**config.mk**
```make
export PLATFORM = sky130hd
export DESIGN_NAME = hostStrobePort
export DESIGN_NICKNAME = d
export VERILOG_FILES = /design/src/rtl/hspPkg.sv /design/src/rtl/hspSync.sv /design/src/rtl/hspDatapath.sv /design/src/rtl/hspControl.sv /design/src/rtl/hostStrobePort.sv
export SDC_FILE = /design/constraint.sdc
export NUM_CORES = 1
export LEC_CHECK = 0
export CAP_MARGIN = 20
export CORE_MARGIN = 2
export CORE_UTILIZATION = 55
export CTS_CLUSTER_SIZE = 16
export DETAILED_ROUTE_END_ITERATION = 8
export DONT_BUFFER_PORTS = 1
export GPL_ROUTABILITY_DRIVEN = 0
export PLACE_DENSITY = 0.81
export SLEW_MARGIN = 30
export SYNTH_ARGS = -nofsm -noshare
export SYNTH_HDL_FRONTEND = slang
export SYNTH_SLANG_ARGS = --single-unit
```
**constraint.sdc**
```tcl
create_clock -name clk -period 1.72 [get_ports clk]
set_clock_uncertainty 0.2 [all_clocks]
set_input_delay 0.172 -clock clk [delete_from_list [all_inputs] [get_ports clk]]
set_output_delay 0.172 -clock clk [all_outputs]
set_load 0.05 [all_outputs]
```
**src/rtl/hspPkg.sv**
```systemverilog
package hspPkg;
  // strobes from control to datapath
  typedef struct packed {
    logic loadRd;   // register the internal read word
    logic loadWr;   // capture the synchronized bus word
  } ctlStrb_t;

  // status from datapath to control
  typedef struct packed {
    logic fall;        // combined strobe asserted this cycle
    logic rise;        // combined strobe released this cycle
    logic rwLvl;       // synchronized read/write line
    logic strbActive;  // combined strobe currently asserted
  } strbStat_t;
endpackage

```
**src/rtl/hspSync.sv**
```systemverilog
module hspSync #(
  parameter int WIDTH = 1,
  parameter int STAGES = 2,
  parameter logic [WIDTH-1:0] RST_VAL = '0
) (
  input  logic             clk,
  input  logic             rst,
  input  logic [WIDTH-1:0] d,
  output logic [WIDTH-1:0] q
);
  logic [WIDTH-1:0] chain [STAGES];

  generate
    for (genvar s = 0; s < STAGES; s++) begin : g_stage
      if (s == 0) begin : g_first
        always_ff @(posedge clk) begin
          if (rst) chain[0] <= RST_VAL;
          else     chain[0] <= d;
        end
      end else begin : g_next
        always_ff @(posedge clk) begin
          if (rst) chain[s] <= RST_VAL;
          else     chain[s] <= chain[s-1];
        end
      end
    end
  endgenerate

  assign q = chain[STAGES-1];
endmodule

```
**src/rtl/hspDatapath.sv**
```systemverilog
module hspDatapath
  import hspPkg::*;
#(
  parameter int DATA_W = 16,
  parameter int SYNC_STAGES = 2
) (
  input  logic              clk,
  input  logic              rst,
  input  logic              csN,
  input  logic              outStb,
  input  logic              inStb,
  input  logic              rdWr,
  input  logic [DATA_W-1:0] dataIn,
  input  logic [DATA_W-1:0] regRdData,
  input  ctlStrb_t          ctl,
  output strbStat_t         stat,
  output logic [DATA_W-1:0] holdData,
  output logic [DATA_W-1:0] wrData
);
  localparam int PIN_W = 4;

  logic [PIN_W-1:0]  pinRaw, pinSync;
  logic [DATA_W-1:0] dataSync;
  logic csS, outS, inS, rwS;
  logic strbN, prevStrbN;

  assign pinRaw = {csN, outStb, inStb, rdWr};

  hspSync #(.WIDTH(PIN_W), .STAGES(SYNC_STAGES), .RST_VAL({PIN_W{1'b1}})) uPinSync (
    .clk(clk), .rst(rst), .d(pinRaw), .q(pinSync)
  );

  // data travels through the same depth so it stays aligned with the strobe
  hspSync #(.WIDTH(DATA_W), .STAGES(SYNC_STAGES), .RST_VAL('0)) uDataSync (
    .clk(clk), .rst(rst), .d(dataIn), .q(dataSync)
  );

  assign {csS, outS, inS, rwS} = pinSync;

  // asserted (low) when selected and the two strobe pins disagree
  assign strbN = csS | ~(inS ^ outS);

  always_ff @(posedge clk) begin
    if (rst) prevStrbN <= 1'b1;
    else     prevStrbN <= strbN;
  end

  always_comb begin
    stat.fall       = prevStrbN & ~strbN;
    stat.rise       = ~prevStrbN & strbN;
    stat.rwLvl      = rwS;
    stat.strbActive = ~strbN;
  end

  always_ff @(posedge clk) begin
    if (rst) begin
      holdData <= '0;
      wrData   <= '0;
    end else begin
      if (ctl.loadRd) holdData <= regRdData;
      if (ctl.loadWr) wrData   <= dataSync;
    end
  end
endmodule

```
**src/rtl/hspControl.sv**
```systemverilog
module hspControl
  import hspPkg::*;
(
  input  logic      clk,
  input  logic      rst,
  input  strbStat_t stat,
  output ctlStrb_t  ctl,
  output logic      xferStart,
  output logic      xferEnd,
  output logic      xferRead,
  output logic      regRdReq,
  output logic      regWrReq,
  output logic      dataOe,
  output logic      protoErr
);
  logic active, dirRd, rdPend, wrPulse;

  assign xferStart = stat.fall;
  assign xferEnd   = stat.rise & active;
  assign xferRead  = stat.fall ? stat.rwLvl : dirRd;
  assign regRdReq  = stat.fall & stat.rwLvl;
  assign regWrReq  = wrPulse;

  always_comb begin
    ctl.loadRd = rdPend;
    ctl.loadWr = xferEnd & ~dirRd;
  end

  always_ff @(posedge clk) begin
    if (rst) begin
      active   <= 1'b0;
      dirRd    <= 1'b0;
      rdPend   <= 1'b0;
      dataOe   <= 1'b0;
      wrPulse  <= 1'b0;
      protoErr <= 1'b0;
    end else begin
      if (stat.fall) begin
        active <= 1'b1;
        dirRd  <= stat.rwLvl;
      end else if (xferEnd) begin
        active <= 1'b0;
      end
      rdPend  <= regRdReq;
      wrPulse <= ctl.loadWr;
      if (xferEnd)               dataOe <= 1'b0;
      else if (rdPend && active) dataOe <= 1'b1;
      if (active && stat.strbActive && (stat.rwLvl != dirRd))
        protoErr <= 1'b1;
    end
  end
endmodule

```
**src/rtl/hostStrobePort.sv**
```systemverilog
module hostStrobePort
  import hspPkg::*;
#(
  parameter int DATA_W = 16,
  parameter int SYNC_STAGES = 2
) (
  input  logic              clk,
  input  logic              rst,
  input  logic              hostCsN,
  input  logic              hostOutStb,
  input  logic              hostInStb,
  input  logic              hostRdWr,
  input  logic [DATA_W-1:0] hostDataIn,
  output logic [DATA_W-1:0] hostDataOut,
  output logic              hostDataOe,
  output logic              regRdReq,
  input  logic [DATA_W-1:0] regRdData,
  output logic              regWrReq,
  output logic [DATA_W-1:0] regWrData,
  output logic              xferStart,
  output logic              xferEnd,
  output logic              xferRead,
  output logic              protoErr
);
  ctlStrb_t  ctl;
  strbStat_t stat;

  hspDatapath #(.DATA_W(DATA_W), .SYNC_STAGES(SYNC_STAGES)) uDp (
    .clk(clk), .rst(rst),
    .csN(hostCsN), .outStb(hostOutStb), .inStb(hostInStb), .rdWr(hostRdWr),
    .dataIn(hostDataIn), .regRdData(regRdData),
    .ctl(ctl), .stat(stat),
    .holdData(hostDataOut), .wrData(regWrData)
  );

  hspControl uCtl (
    .clk(clk), .rst(rst), .stat(stat), .ctl(ctl),
    .xferStart(xferStart), .xferEnd(xferEnd), .xferRead(xferRead),
    .regRdReq(regRdReq), .regWrReq(regWrReq),
    .dataOe(hostDataOe), .protoErr(protoErr)
  );
endmodule

```
==> flow_summary.toml, run 1 <==
[timing]
tightest_slew_ps = 556
min_period_ps = 1860
timing.fmax_ghz = 0.538
setup_tns_ps = -1780
whs_ps = 234
setup_viol = 21
grt_setup_unrepaired = "true"
drv_slew = 0
fin_ws_ps = -140
hold_violations = 0
period_share_pct = 108
slew_headroom_pct = 62.9

[place]
portBuffers = 0
dp_hpwl_mm = 2.54

[critical_path]
reg2reg_depth = 6
worstPathCellList = "xor2_4, buf_4, a2111oi_4, buf_6, clkbuf_16, mux2i_1"
critPathLaunchType = "flop"
end_kind = "flop"
critical_path_class = "flop to flop"
max_stage_delay_ps = 370
crit_path_max_fanout = 8
slowest_stage = "dfxtp_4"
required_ps = 1770
critPathArrivalTime_ps = 1910

[die]
dieArea_sq_um = 5380
initial_utilization_pct = 56.4
ios = 77
num_rows = 25
core-area_sq_um = 4690
die_h_um = 73.4
dieWidth_um = 73.4

[logic_synthesis]
synth_nets = 275
synth_edf_count = 0
synthesis.area_sq_um = 2650
synth_cells = 237
synth.area.top_cells = "dfxtp_1 60%, mux2i_1 12%, nand2b_1 8.0%, nor2b_1 7.8%, nor2_1 2.6%"
ys_types = 23
synth-async-reset-ratio_pct = 0
yosys.area.top_type = "dfxtp_1"
synth_seq_cells = 79
synth_top_area_share_pct = 59.8
synth-seq-area-share_pct = 59.8
avgSynthCellArea_sq_um = 11.2
synthFlopType = "dfxtp_1"
ys_warn_count = 0

[detailed_routing]
detail_route.wl_per_cell_um = 15.3
routed-via-count = 1857
drt_pre_antenna_iters = 4
drc_errors = 0
wirelength_mm = 5.77
viasPerCell = 4.94
first_iter_violations = 82
antenna_left = 0

[finish]
areaGrowthSynthToFinish_pct = 43.1
final_common_cell = "dfxtp_1"
num-nets-final = 355
drive_gt1_share_pct = 25.2
final_cell_mix = "70 x dfxtp_1, 43 x dlygate4sd3_1, 34 x nand2b_1, 33 x nor2b_1, 30 x mux2i_1"
n_antenna_cell = 0

[clock_network]
root_buffer = "clkbuf_8"
clkLatencyLatePin_ps = 340
cts_tree = "done"
cts.path.max_buffers = 2
path_clk_slew_ps = 80
cts_inserted_buffers = 9
htreeDepth = 3
cts_sinks = 79

[worst_hold_path]
hold_path_class = "flop to flop"
min_path_cells = 1

[grt]
grt_pass1_vias = 1747
grt_overflow = 0
gr-usage-met1_pct = 23.2
met2_usage_pct = 35.4
grt_pass1_wl_mm = 8.15
gr-usage-met3_pct = 5.08
antenna_found_initial = 0
grt_start_max_net_pins = 80
grt_busiest_layer = "met2"
grt_use_total_pct = 20.3

[power]
p_int_mw = 2.76
p_switching_mw = 0.764
power-per-cell-area_nw_per_um2 = 930
leakagePower_nw = 1.47
finalPower_mw = 3.52
p_clk_share_pct = 40.0
ir_drop_uv = 732
power_frac_comb_pct = 6.1
swShare_pct = 21.7
seq_power_share_pct = 53.8

[outcome]
outcome = "finished with violations"
failed_checks = "negative setup slack"

[flow_run]
max_cap_violations = 0
## layout make-up
| class | instances | area (sq um) |
|---|---|---|
| clock buffer | 12 | 155 |
| fill | 279 | 906 |
| clock inverter | 4 | 53.8 |
| timing repair buffer | 82 | 850 |
| multi-input combinational | 140 | 1040 |
| tap | 54 | 67.6 |
| sequential | 79 | 1600 |
| inverter | 5 | 22.5 |
## flip-flops by register name (all words and copies together) (netlist names)
name / count
uDp.uDataSync.chain: 32
uDp.holdData: 16
uDp.wrData: 16
uDp.uPinSync.chain: 8
uCtl.active: 1
uCtl.dataOe: 1
uCtl.dirRd: 1
uCtl.protoErr: 1
uCtl.rdPend: 1
uCtl.regWrReq: 1
uDp.prevStrbN: 1
## critical path: cells and delay by family (launching register included)
family                    cells  cell delay (ps)
AOI/OAI and AO/OA             1              300
xor gates and xnor gates      1              200
buffers and inverters         3              500
DFF                           1              370
muxes                         1              200
## cells in the mapped netlist (2+ instances only)
cell type  count
a21oi_1        2
or2_2          8
o22ai_1        2
clkbuf_1      11
nand2b_1      34
dfxtp_1       79
nor2_1        18
mux2i_1       32
nor2b_1       33
inv_1          5
## path summary, 6_finish.rpt
path	startpoint	endpoint	slack [ps]
max reg2reg	uDp.uPinSync.chain[1][2]	uDp.wrData[15]	-140
min reg2reg	uDp.uPinSync.chain[0][3]	uDp.uPinSync.chain[1][3]	230
max	uDp.uPinSync.chain[1][2]	uDp.wrData[15]	-140
min	uDp.uPinSync.chain[0][3]	uDp.uPinSync.chain[1][3]	230
## through the flow
stage | area (sq um) | cells | util (%) | setup WS (ps)
floorplan | 2670 | 237 | - | -85.3
global placement | 2880 | 301 | 61.5 | 102
detailed placement | 2880 | 301 | 61.5 | 50.9
CTS | 3610 | 364 | 76.9 | -123
global route | 3790 | 376 | 80.7 | -238
finish | 3790 | 376 | 80.7 | -140
## routing by layer
| metal | wire [um] | vias up |
|---|---|---|
| li1 | - | 912 |
| met1 | 2360 | 894 |
| met2 | 3120 | 44 |
| met3 | 205 | 7 |
| met4 | 80 | 0 |
| met5 | 0 | - |
## repair_timing
action / CTS / global route
setup endpoints to repair: 4 / 28
hold endpoints to repair: 79 / 1
pin swaps: 2 / 1
hold buffers: 45 / 1
resized for setup: 8 / 19
gates cloned: 0 / 3
setup buffers: 2 / 9
## logic make-up after synthesis
group	count (synthesis)	share of synthesized area, %
AND/OR/NAND/NOR	97	21.1
buffers and inverters	18	3.03
flip-flops	79	59.8
multiplexers	32	12.1
XOR/XNOR	3	1.28
AO/OA/AOI/OAI	8	2.70
## power groups by stage
stage	combinational [mW]	clock [mW]	sequential (mW)
5_1_grt	0.233	1.52	1.90
2_1_floorplan	0.0955	0	1.94
4_1_cts	0.194	1.42	1.89
6_report	0.216	1.41	1.90
3_5_place_dp	0.0936	0	1.94
3_3_place_gp	0.0907	0	1.94
No activity file was read; power rests on OpenSTA's default activity.
==> run 2, diff against run 1 <==
--- a/config.mk
+++ b/config.mk
@@ -12,6 +12,7 @@
 export DETAILED_ROUTE_END_ITERATION = 8
 export DONT_BUFFER_PORTS = 1
 export GPL_ROUTABILITY_DRIVEN = 0
+export MAX_ROUTING_LAYER = met4
 export PLACE_DENSITY = 0.81
 export SLEW_MARGIN = 30
 export SYNTH_ARGS = -nofsm -noshare
==> flow_summary.toml, run 2 (synthesis results as in run 1) <==
[outcome]
outcome = "finished with violations"
failed_checks = "negative setup slack"

[power]
ir_drop_uv = 736
p_int_mw = 2.76
leakagePower_nw = 1.46
p_switching_mw = 0.757
p_clk_share_pct = 40.1
swShare_pct = 21.6
power_frac_comb_pct = 6.0
power-per-cell-area_nw_per_um2 = 932
seq_power_share_pct = 54.0
finalPower_mw = 3.51

[critical_path]
required_ps = 1350
critPathArrivalTime_ps = 1490
worstPathCellList = "xor2_4, buf_4, a211oi_4, buf_6"
critical_path_class = "flop to primary output"
crit_start = "uDp.uPinSync.chain[1][2]"
critPathTopFamily = "flip-flops"
end_kind = "primary output"
path_buf_inv = 2
crit_path_max_fanout = 5
max_stage_delay_ps = 370
timing.rr.start = "uDp.uPinSync.chain[1][2]"
critPathLaunchType = "flop"
slowest_stage = "dfxtp_4"

[detailed_routing]
antenna_left = 0
detail_route.wl_per_cell_um = 15.0
routed-via-count = 1841
viasPerCell = 4.91
drc_errors = 0
first_iter_violations = 76
drt_pre_antenna_iters = 4
wirelength_mm = 5.61

[timing]
slew_headroom_pct = 63.0
min_period_ps = 1860
drv_slew = 0
period_share_pct = 108
tightest_slew_ps = 554
setup_viol = 21
setup_tns_ps = -1830
timing.fmax_ghz = 0.538
grt_setup_unrepaired = "true"
whs_ps = 215
fin_ws_ps = -140
hold_violations = 0

[grt]
grt_pass1_wl_mm = 8.16
grt_use_total_pct = 20.9
grt_pass1_vias = 1745
grt_overflow = 0
antenna_found_initial = 0
grt_start_max_net_pins = 80

[finish]
final_area_sq_um = 3770
fin_cells = 375
drive_gt1_share_pct = 24.3
areaGrowthSynthToFinish_pct = 42.4
final_common_cell = "dfxtp_1"
largest_registers = "uDp.uDataSync.chain (32), uDp.holdData (16), uDp.wrData (16)"
regMostFlops = "uDp.uDataSync.chain"
n_antenna_cell = 0
num-nets-final = 354
final_cell_mix = "71 x dfxtp_1, 44 x dlygate4sd3_1, 34 x nand2b_1, 33 x nor2b_1, 31 x mux2i_1"
largest_reg_flops = 32

[clock_network]
path_clk_slew_ps = 80
root_buffer = "clkbuf_8"
cts.path.max_buffers = 2
cts_tree = "done"
cts_inserted_buffers = 9
htreeDepth = 3
clkLatencyLatePin_ps = 330
cts_sinks = 79

[place]
portBuffers = 0
dp_hpwl_mm = 2.54
dp_cells = 301
place_area_sq_um = 2880

[die]
ios = 77
num_rows = 25
dieArea_sq_um = 5380
die_h_um = 73.4
dieWidth_um = 73.4
initial_utilization_pct = 56.4
core-area_sq_um = 4690

[worst_hold_path]
hold_path_class = "flop to flop"
hp-start = "uDp.uPinSync.chain[0][1]"

[flow_run]
max_cap_violations = 0
run 2: cell count changes in the layout (fill, tap and decap cells not counted), sizes merged:
cell | previous run | this run
dlygate4sd3 | 43 | 44
dlymetal6s4s | 1 | 0
buf | 35 | 34
run 2: worst reg2reg max path: stages (launching register included):
cell and delay [ps]:
dfxtp_4 370, xor2_4 200, buf_4 160, a2111oi_4 300, buf_6 180, clkbuf_16 160
mux2i_1 200
run 2: final cells by class:
class	count	area, sq um
well taps	54	67.6
flip-flops and latches	79	1600
fillers	279	925
clock inverters	4	53.8
clock buffers	12	155
multi-input cells	140	1040
repair buffers	81	836
inverters	5	22.5
run 2: path summary, 6_finish.rpt:
kind                            depth (start not counted)  slack [ps]                       end
worst max-delay path                                    4        -140                   xferEnd
worst min-delay path                                    1         220  uDp.uPinSync.chain[1][1]
worst max register to register                          6        -140            uDp.wrData[15]
worst min register to register                          1         220  uDp.uPinSync.chain[1][1]
run 2: through the flow:
step                      setup WS (ps)  util, %
final                              -140     80.3
after detailed placement           50.9     61.5
after floorplan                   -85.3        -
after global placement              102     61.5
after global routing               -240     80.3
after CTS                          -123     76.9
run 2: timing repair:
| action | in CTS | in global routing |
|---|---|---|
| hold endpoints to repair | 79 | 1 |
| setup buffers | 2 | 9 |
| pin swaps | 2 | 1 |
| setup endpoints to repair | 4 | 28 |
| resized for setup | 8 | 16 |
| hold buffers | 45 | 1 |
| gates cloned | 0 | 2 |
run 2: power by group through the flow:
stage,combinational (mW),clock (mW),sequential (mW)
4_1_cts,0.194,1.42,1.89
3_3_place_gp,0.0907,0,1.94
6_report,0.210,1.41,1.90
5_1_grt,0.228,1.52,1.90
2_1_floorplan,0.0955,0,1.94
3_5_place_dp,0.0936,0,1.94
run 2: per-layer routing:
| metal | share of wire (%) | GRT usage (%) |
|---|---|---|
| met5 | 0 | - |
| met4 | 1.5 | 9.29 |
| met3 | 2.8 | 4.80 |
| met2 | 54 | 35.1 |
| met1 | 42 | 23.9 |
